<file path="config.mk">
export PLATFORM = sky130hd
export DESIGN_NAME = nq_engine
export DESIGN_NICKNAME = d
export VERILOG_FILES = /design/src/rtl/nq_engine.sv
export SDC_FILE = /design/constraint.sdc
export NUM_CORES = 1
export LEC_CHECK = 0
export BUFFER_PORTS_ARGS = -buffer_cell sky130_fd_sc_hd__buf_2
export CAP_MARGIN = 20
export CORE_MARGIN = 1.5
export CORE_UTILIZATION = 30
export CTS_BUF_LIST = sky130_fd_sc_hd__clkbuf_4
export CTS_CLUSTER_SIZE = 8
export DETAILED_ROUTE_END_ITERATION = 10
export GPL_ROUTABILITY_DRIVEN = 0
export MAX_ROUTING_LAYER = met4
export PLACE_DENSITY = 0.42
export SYNTH_ARGS = -nofsm -noshare
export SYNTH_HDL_FRONTEND = slang
export SYNTH_SLANG_ARGS = --single-unit
</file>
<file path="constraint.sdc">
create_clock -name clk -period 5.5 [get_ports clk]
set_input_delay 0.275 -clock clk [delete_from_list [all_inputs] [get_ports clk]]
set_output_delay 0.275 -clock clk [all_outputs]
set_load 0.02 [all_outputs]
</file>
<file path="src/rtl/nq_engine.sv">
module nq_engine #(
  parameter int N  = 8,
  parameter int R  = 2,
  parameter int CW = 32,
  localparam int RW = (N > 1) ? $clog2(N) : 1,
  localparam int BW = $clog2(N + R + 1)
) (
  input  logic             clk,
  input  logic             rst_n,
  input  logic             start,
  input  logic             count_all,
  input  logic [RW-1:0]    first_lo,
  input  logic [RW-1:0]    first_hi,
  output logic             busy,
  output logic             done,
  output logic             found,
  output logic [N*RW-1:0]  placement,
  output logic [CW-1:0]    sol_count
);

  typedef enum logic [1:0] {S_IDLE, S_RUN, S_FIN} st_t;

  st_t           st;
  logic [N-1:0]  board [N];
  logic [RW-1:0] fsol  [N];
  logic [RW-1:0] col;
  logic [BW-1:0] base;
  logic [RW-1:0] lo_q, hi_q;
  logic          all_q;
  logic          found_q;

  logic [N-1:0]  attack;
  logic          hit;
  logic [RW-1:0] hit_row;
  logic          exhausted;
  logic          last_col;
  logic [RW-1:0] pcol;

  function automatic logic [RW-1:0] enc(input logic [N-1:0] w);
    enc = '0;
    for (int i = 0; i < N; i++)
      if (w[i]) enc = RW'(i);
  endfunction

  always_comb begin
    attack = '0;
    for (int k = 0; k < N; k++)
      if (k < int'(col))
        attack = attack | board[k] | (board[k] << (int'(col) - k)) | (board[k] >> (int'(col) - k));
  end

  always_comb begin
    hit = 1'b0;
    hit_row = '0;
    for (int i = R - 1; i >= 0; i--) begin
      int row;
      row = int'(base) + i;
      if (row < N)
        if (!attack[row[RW-1:0]] &&
            (col != '0 || (row >= int'(lo_q) && row <= int'(hi_q)))) begin
          hit = 1'b1;
          hit_row = RW'(row);
        end
    end
  end

  assign exhausted = !hit && (int'(base) + R >= N);
  assign last_col  = (col == RW'(N - 1));
  assign pcol      = col - RW'(1);

  assign busy  = (st == S_RUN);
  assign done  = (st == S_FIN);
  assign found = found_q;

  for (genvar c = 0; c < N; c++) begin : g_plc
    assign placement[c*RW +: RW] = fsol[c];
  end

  always_ff @(posedge clk or negedge rst_n) begin
    if (!rst_n) begin
      st        <= S_IDLE;
      col       <= '0;
      base      <= '0;
      lo_q      <= '0;
      hi_q      <= '0;
      all_q     <= 1'b0;
      found_q   <= 1'b0;
      sol_count <= '0;
      for (int c = 0; c < N; c++) begin
        board[c] <= '0;
        fsol[c]  <= '0;
      end
    end else if (st != S_RUN) begin
      if (start) begin
        st        <= S_RUN;
        col       <= '0;
        base      <= '0;
        lo_q      <= first_lo;
        hi_q      <= first_hi;
        all_q     <= count_all;
        found_q   <= 1'b0;
        sol_count <= '0;
        for (int c = 0; c < N; c++) begin
          board[c] <= '0;
          fsol[c]  <= '0;
        end
      end
    end else if (hit) begin
      if (last_col) begin
        sol_count <= sol_count + CW'(1);
        if (!found_q) begin
          found_q <= 1'b1;
          for (int c = 0; c < N; c++)
            fsol[c] <= (c == N - 1) ? hit_row : enc(board[c]);
        end
        if (!all_q) st <= S_FIN;
        else        base <= BW'(hit_row) + BW'(1);
      end else begin
        board[col] <= N'(1) << hit_row;
        col        <= col + RW'(1);
        base       <= '0;
      end
    end else if (exhausted) begin
      if (col == '0) begin
        st <= S_FIN;
      end else begin
        board[pcol] <= '0;
        col         <= pcol;
        base        <= BW'(enc(board[pcol])) + BW'(1);
      end
    end else begin
      base <= base + BW'(R);
    end
  end

endmodule

</file>
==> flow_results.org, run 1 <==
** Routing
- After detailed routing, the average wire length per cell comes to 26.3 microns.
- Drt total wl :: 51,900 microns
- In the routed design, unresolved DRC markers number 0.
- Dividing the detail-routed via count by the number of cells gives 6.23.
- The count of nets left with antenna violations once routing finished came out at 0.
- For this block, the initial DRC count from the detailed router was 1,305.
- Total iterations of the first detailed-routing run :: 7
- Via count :: 12,278

** Setup path
- Required time at the endpoint of the critical path :: 6010 ps
- Across all register-to-register paths, the minimum setup slack is 240 ps.
- The worst setup path is of the register to register kind.
- Worst-path fanout max :: 21
- The startpoint identified for the worst register-to-register timing path is col[1].
- Last element of the critical path :: sol_count[27]
- For the worst flop-to-flop path, the logic depth is 18.
- Setup crit end kind :: register
- In this run the critical register-to-register path is captured at sol_count[27].
- In this run the worst setup path begins at col[1].
- CP arrival :: 5780 ps
- Startpoint types :: register

** Die
- Vertical die dimension :: 200 microns
- Number of I/O pins :: 69
- Std-Cell Rows :: 71
- Width of the die :: 200 microns
- The die covers 0.0399 sq mm.
- Floorplan Core Area :: 0.0379 sq mm
- Once the floorplan was initialized, standard cells occupied 30.6% of the core.

** Timing
- Min Tclk post-route :: 5260 ps
- Setup violations remaining at the end of the flow were counted as 0.
- Final setup skew :: 40.5 ps
- The number of pins exceeding their max-slew limit in the final report was 0.
- The number of hold-slack violations in the final timing report was 0.
- In this run the tightest slew margin relative to its limit is 29.0%.
- At the pin with the least slew margin, the transition time is 1060 ps.
- Setup repair after global routing missed its margin :: no
- In the finished design, the share of the clock period the worst path needs comes to 95.7%.
- For this run, the top clock speed supported by timing is 190 MHz.
- The worst path meets setup with 237 ps of slack.

** Placed design
- Setup slack after placement :: -120 ps
- Input/output buffers :: 68
- HPWL after DPL :: 37,800 microns

** Cells and area
- Flip-flop and latch area :: 0.00341 sq mm
- Cells with a size suffix above 1 make up 14.9% of the layout.
- Leaving out fill and tap cells, the most frequent cells in the layout are sky130_fd_sc_hd__nand2_1 (133), sky130_fd_sc_hd__dfrtp_1 (133), sky130_fd_sc_hd__o21ai_0 (110).
- Relative to the synthesized area, the layout overhead comes to 10.5%.
- Fill cells in the final layout number 4,040.
- The multi-input combinational cells in the finished layout cover a total of 0.00740 sq mm.
- At the end of the flow, the number of nets in the layout was 1,493.

** Worst hold path
- Classification of the worst-slack hold path :: input pin to async pin

** Clock tree
- Post CTS Setup Buffer Count :: 0
- CTS placed an instance of sky130_fd_sc_hd__clkbuf_4 at the clock tree root.
- The later pin in the worst-skew pair is clocked with a latency of 580 ps.
- TritonCTS built the clock tree.
- Counting the buffers created by CTS gives 17.
- After clock tree synthesis, the clock-pin slew on the worst setup and hold paths is 160 ps.
- For this design, the sink count on the clock tree is 136.
- In this run the number of H-tree levels came out at 4.
- The clock passes through at most 2 buffers.

** Yosys
- The synthesized netlist occupies a cell area of 0.0116 sq mm.
- Seq cells post-synth :: 136
- Synthesis produced 1,426 cells.
- Of the synthesized area, sequential elements account for 29.3%.
- Number of flops mapped to enable cells by yosys :: 0
- Yosys printed 0 warnings.
- The most used flip-flop cell after synthesis is sky130_fd_sc_hd__dfrtp_1.
- Post-Synthesis Net Count :: 1,472
- Share of flip-flops with an asynchronous set or reset :: 100%
- The average instance in the mapped netlist occupies 8.15 sq um.
- Synth unique cells :: 95

** Global routing
- For this run, global-route usage on met2 was measured as 40.6%.
- Largest net degree at the start of global routing :: 92
- Global Route Usage Sum :: 26.9%
- Global routing consumed, on the met1 layer, 35.3% of the routing resources.
- Antenna violations before repair :: 1
- GRT met3 Usage :: 5.59%
- The first global-routing pass estimated 78,000 microns of wire.
- For this run the aggregate overflow at the end of global routing stands at 0.
- Global routing's busiest layer :: met2
- The number of global-route vias before repair came to 11,779.

** Run
- The tool flagged a number of max-cap violations equal to 0.

** Outcome
- The run finished with clean final reports.
-- repair_timing --
action,4_1_cts,5_1_grt
endpoints found under the setup margin,78,114
cloned,0,1
hold buffers,9,0
endpoints found under the hold margin,99,0
gates resized for setup,1,2
pin swaps,0,1
-- kinds of logic (layout without fill, tap and decap cells) --
group / Yosys count / in the layout / synth area share [%]
other: 0 / 1 / 0
buffers and inverters: 194 / 227 / 7.44
AOI/OAI and AO/OA: 539 / 540 / 33.1
DFF: 136 / 136 / 29.3
adders and majority gates: 36 / 36 / 3.87
xor gates and xnor gates: 3 / 3 / 0.226
and+or+nand+nor: 462 / 462 / 20.4
muxes: 56 / 56 / 5.61
-- critical path: stages, from the launching register on --
cell and delay, ps:
sky130_fd_sc_hd__dfrtp_2 470, sky130_fd_sc_hd__inv_1 90, sky130_fd_sc_hd__buf_4 270, sky130_fd_sc_hd__ha_2 480
sky130_fd_sc_hd__clkinvlp_4 280, sky130_fd_sc_hd__buf_4 250, sky130_fd_sc_hd__a211oi_1 60, sky130_fd_sc_hd__a32oi_1 270
sky130_fd_sc_hd__nand4_1 240, sky130_fd_sc_hd__nor4_4 490, sky130_fd_sc_hd__buf_4 190, sky130_fd_sc_hd__a31oi_1 110
sky130_fd_sc_hd__nor4_4 360, sky130_fd_sc_hd__buf_4 200, sky130_fd_sc_hd__a22o_4 180, sky130_fd_sc_hd__buf_4 200
sky130_fd_sc_hd__nand4_1 350, sky130_fd_sc_hd__or4_1 520, sky130_fd_sc_hd__a21oi_1 150
-- cell type report --
type / count / area share [%]
multi-input combinational: 1097 / 57.5
sequential: 136 / 26.5
timing repair buffer: 143 / 7.25
tap: 511 / 4.97
inverter: 52 / 1.55
clock inverter: 14 / 1.08
clock buffer: 18 / 1.05
antenna: 1 / 0.0195
-- Yosys cell counts, types with 23 or more instances --
master / number / area, sq um
sky130_fd_sc_hd__a22o_1: 34 / 298
sky130_fd_sc_hd__o31ai_1: 28 / 210
sky130_fd_sc_hd__buf_2: 33 / 165
sky130_fd_sc_hd__o211ai_1: 28 / 210
sky130_fd_sc_hd__ha_1: 36 / 450
sky130_fd_sc_hd__o21ai_0: 110 / 551
sky130_fd_sc_hd__inv_1: 49 / 184
sky130_fd_sc_hd__nor2b_1: 24 / 150
sky130_fd_sc_hd__nand3_1: 44 / 220
sky130_fd_sc_hd__a21oi_1: 93 / 465
sky130_fd_sc_hd__o2bb2ai_1: 26 / 228
sky130_fd_sc_hd__mux2i_1: 37 / 370
sky130_fd_sc_hd__o22ai_1: 23 / 144
sky130_fd_sc_hd__clkbuf_1: 78 / 293
sky130_fd_sc_hd__dfrtp_1: 136 / 3400
sky130_fd_sc_hd__nor3_1: 27 / 135
sky130_fd_sc_hd__nor2_1: 86 / 323
sky130_fd_sc_hd__nand2_1: 133 / 499
-- state kept, by name (all words and copies together) (netlist names), 2 cells and up --
register   count
lo_q           3
col            3
sol_count     32
hi_q           3
st             2
base           4
placement     24
board         63
-- worst min path at each step --
stage               startpoint  slack (ps)  cells after the start       endpoint
floorplan                rst_n         -20                      0          all_q
global placement         rst_n         420                      1  sol_count[10]
detailed placement       rst_n         420                      1  sol_count[10]
CTS                      rst_n         320                      2  sol_count[10]
global route             rst_n         350                      2  sol_count[10]
finish                   rst_n         300                      2  sol_count[10]
-- through the flow --
stage | area (sq um) | util, % | std cells | hold WS [ps] | setup TNS [ps]
finish | 12900 | 33.9 | 1972 | 296 | 0
global route | 12900 | 33.9 | 1972 | 350 | 0
CTS | 12800 | 33.8 | 1970 | 325 | 0
detailed placement | 12500 | 32.8 | 1929 | 417 | -2970
global placement | 12500 | 32.8 | 1929 | 422 | -2860
floorplan | 11600 | - | 1426 | -20.6 | 0
-- per-layer routing --
metal	up-vias	wire [microns]	share of wire [%]
met1	6129	22800	44
met2	570	23200	45
li1	5473	-	-
met5	-	0	0
met3	106	3940	7.6
met4	0	1870	3.6
Power of run 1 is left out: the tool's default activity adds up to more than one toggle a clock period on the data nets, which glitch-free logic cannot reach.
==> inputs of run 2 (changes only) <==
Clock period 5.5 ns to 4.97 ns, I/O delays scaled along.
==> run 2 against run 1 <==
Critical path depth did not move; clock skew fell by 9.5 ps; fmax rose by 8.6%; sequential cell count did not move; register-to-register slack got worse by 110 ps; count of clock-buffer cells in the layout fell by 1; hold slack improved by 48 ps; final cell count rose by 2.7%; highest routed layer unchanged; worst setup slack got worse by 110 ps.
==> flow_results.org, run 2 (synthesis gave the netlist of run 1 again) <==
** Timing
- The final critical path time including I/O delays and setup is 4850 ps (-416 ps).
- Worst slew pin tran :: 942 ps (-120 ps)
- Final setup skew :: 31.0 ps (-9.52 ps)
- Worst hold margin :: 344 ps (+48.0 ps)
- Count of endpoints failing setup in the final report :: 0 (unchanged)
- The number of hold-slack violations in the final timing report is 0 (unchanged).
- The number of pins exceeding their max-slew limit in the final report is 0 (unchanged).
- The post-route fraction of the period consumed by the critical path was 97.5% (+1.8 points).
- The highest attainable clock frequency was 206 MHz (+8.6%).
- Setup repair after global routing left no endpoint under its margin.
- Slew Limit Headroom :: 37.2% (+8.2 points)

** Placed design
- Input/output buffers :: 68 (unchanged)
- The post-detailed-placement half-perimeter wirelength is 38,700 microns (+2.4%).

** Routing
- Drt total wl :: 51,900 microns (+0.17%)
- Via count :: 12,459 (+1.5%)
- The total iterations of the first detailed-routing run was 5 (-2).
- The number of DRC violations after detailed routing is 0 (unchanged).
- The DRC violation total after the first TritonRoute iteration came to 1,426 (+9.3%).
- Routed len/inst :: 25.6 microns (-2.5%)
- Remaining number of nets flagged by the antenna check after routing :: 0 (unchanged)
- The per-cell via count in the routed design is 6.15 (-1.2%).

** Setup path
- Cell occurring most often along the worst timing path :: sky130_fd_sc_hd__buf_4
- Startpoint types :: register
- Start-to-end type of the worst setup path :: register to register
- Setup crit end kind :: register
- On the critical path, the stage with the largest delay is an instance of sky130_fd_sc_hd__dfrtp_2.
- Required time at the endpoint of the critical path :: 5420 ps (-590 ps)
- Crit path cell chain :: inv_2, buf_4, ha_2, buf_4, mux4_2, or3_1, a32oi_1, nand3_1, nor3b_1, a32oi_1, a31oi_4, a21oi_1, a32oi_2, inv_1, buf_4, ha_1, and2_1, a22o_1
- Worst-path fanout max :: 7 (-67%)
- The largest stage delay on the critical path is 460 ps (-60 ps).
- The arrival time of the worst setup path was 5300 ps (-480 ps).
- Worst-case register-to-register setup slack :: 120 ps (-110 ps)
- The depth of the worst register-to-register path is 18 (unchanged).

** Die
- Effective utilization at floorplan :: 30.6% (unchanged)
- The number of top-level design ports came to 69 (unchanged).
- Floorplan Core Area :: 0.0379 sq mm (unchanged)
- Die area :: 0.0399 sq mm (unchanged)
- The horizontal die dimension is 200 microns (unchanged).
- Std-Cell Rows :: 71 (unchanged)
- The die outline height was 200 microns (unchanged).

** Cells and area
- NumNets Final :: 1,548 (+3.7%)
- The share of final-layout standard cells stronger than drive strength 1 is 19.4% (+4.5 points).
- Most frequent cells in the layout :: sky130_fd_sc_hd__nand2_1 (133), sky130_fd_sc_hd__dfrtp_1 (133), sky130_fd_sc_hd__buf_4 (112)
- The flip-flop count of the largest register after layout was 63 (unchanged).
- Layout Area Growth over Synthesis :: 15.9%
- Fillcell total :: 4,081 (+1.0%)
- Most flops, register :: board

** Clock tree
- Clock buffer count from CTS :: 17 (unchanged)
- Later-pin clock latency in the skew report :: 580 ps (about the same)
- The CTS H-tree depth was 4 (unchanged).
- # clock sinks :: 136 (unchanged)
- Deepest clock path buffer count :: 2 (unchanged)
- TritonCTS built the clock tree.
- Buffer type at the clock tree root :: sky130_fd_sc_hd__clkbuf_4
- The clock input transition at the sequential cells of the worst setup and hold paths is 150 ps (about the same).

** Outcome
- The run finished with clean final reports.

** Global routing
- Via count of the first global-routing pass :: 11,828 (+0.42%)
- Largest net degree at the start of global routing :: 112 (+22%)
- Global route overflow :: 0 (unchanged)
- The global-route wire length before repair is 78,900 microns (+1.2%).
- The initial antenna violation count is 1 (unchanged).
- Global Route Usage Sum :: 27.2% (+0.38 points)

** Run
- The total of max-cap violations came to 0 (unchanged).

** Worst hold path
- Classification of the worst-slack hold path :: input pin to async pin
==> run 2: cell count changes in the layout (fill, tap and decap cells not counted), sizes merged <==
| cell | delta |
|---|---|
| buf | +55 |
| inv | -2 |
| a31oi | -1 |
| bufinv | +1 |
| clkbuf | -1 |
| clkinv | +1 |
| clkinvlp | +1 |
==> run 2: worst paths after layout <==
check                              start       endpoint
max                               col[1]      board[42]
min                                rst_n   sol_count[8]
min in group clk             first_hi[0]        hi_q[0]
max reg2reg                       col[1]      board[42]
max in group asynchronous          rst_n      board[24]
min reg2reg                placement[14]  placement[14]
==> run 2: layer usage <==
layer	GRT usage [%]	part of all wire, %
met1	36.3	44
met2	42.4	46
met3	4.13	6.9
met4	8.47	3.4
met5	-	0
==> run 2: final cells by class <==
class	count	area, sq um	area share (%)
tap	511	639	4.74
sequential	136	3410	25.3
timing repair inverter	1	5.00	0.0371
multi-input combinational	1096	7470	55.4
inverter	52	199	1.48
clock inverter	14	166	1.23
antenna	1	2.50	0.0186
clock buffer	17	128	0.947
timing repair buffer	198	1460	10.8
==> run 2: metrics by stage <==
step	cells	util (%)	worst slack [ps]	instance area [sq um]	TNS, ps
after global placement	1977	34.1	-198	12900	-3130
final	2026	35.5	123	13500	0
after CTS	2018	35.2	20.2	13300	0
after floorplan	1426	-	42.0	11600	0
after global routing	2026	35.5	1.44	13500	0
after detailed placement	1978	34.1	-197	12900	-3830
==> run 2: timing repair <==
action	4_1_cts	5_1_grt
hold endpoints to repair	101	0
pin swaps	0	2
hold buffers	9	0
setup buffers	0	6
gates cloned	0	1
resized for setup	5	18
setup endpoints to repair	77	76
==> run 2: worst max-delay path: cells and delay by family (launching register included) <==
kind | cells | cell delay [ps]
compound gates | 6 | 1530
fa+ha+maj | 2 | 640
buf+inv | 5 | 650
flops | 1 | 460
mux | 1 | 280
simple gates | 4 | 1150
Power of run 2 is left out for the same reason.
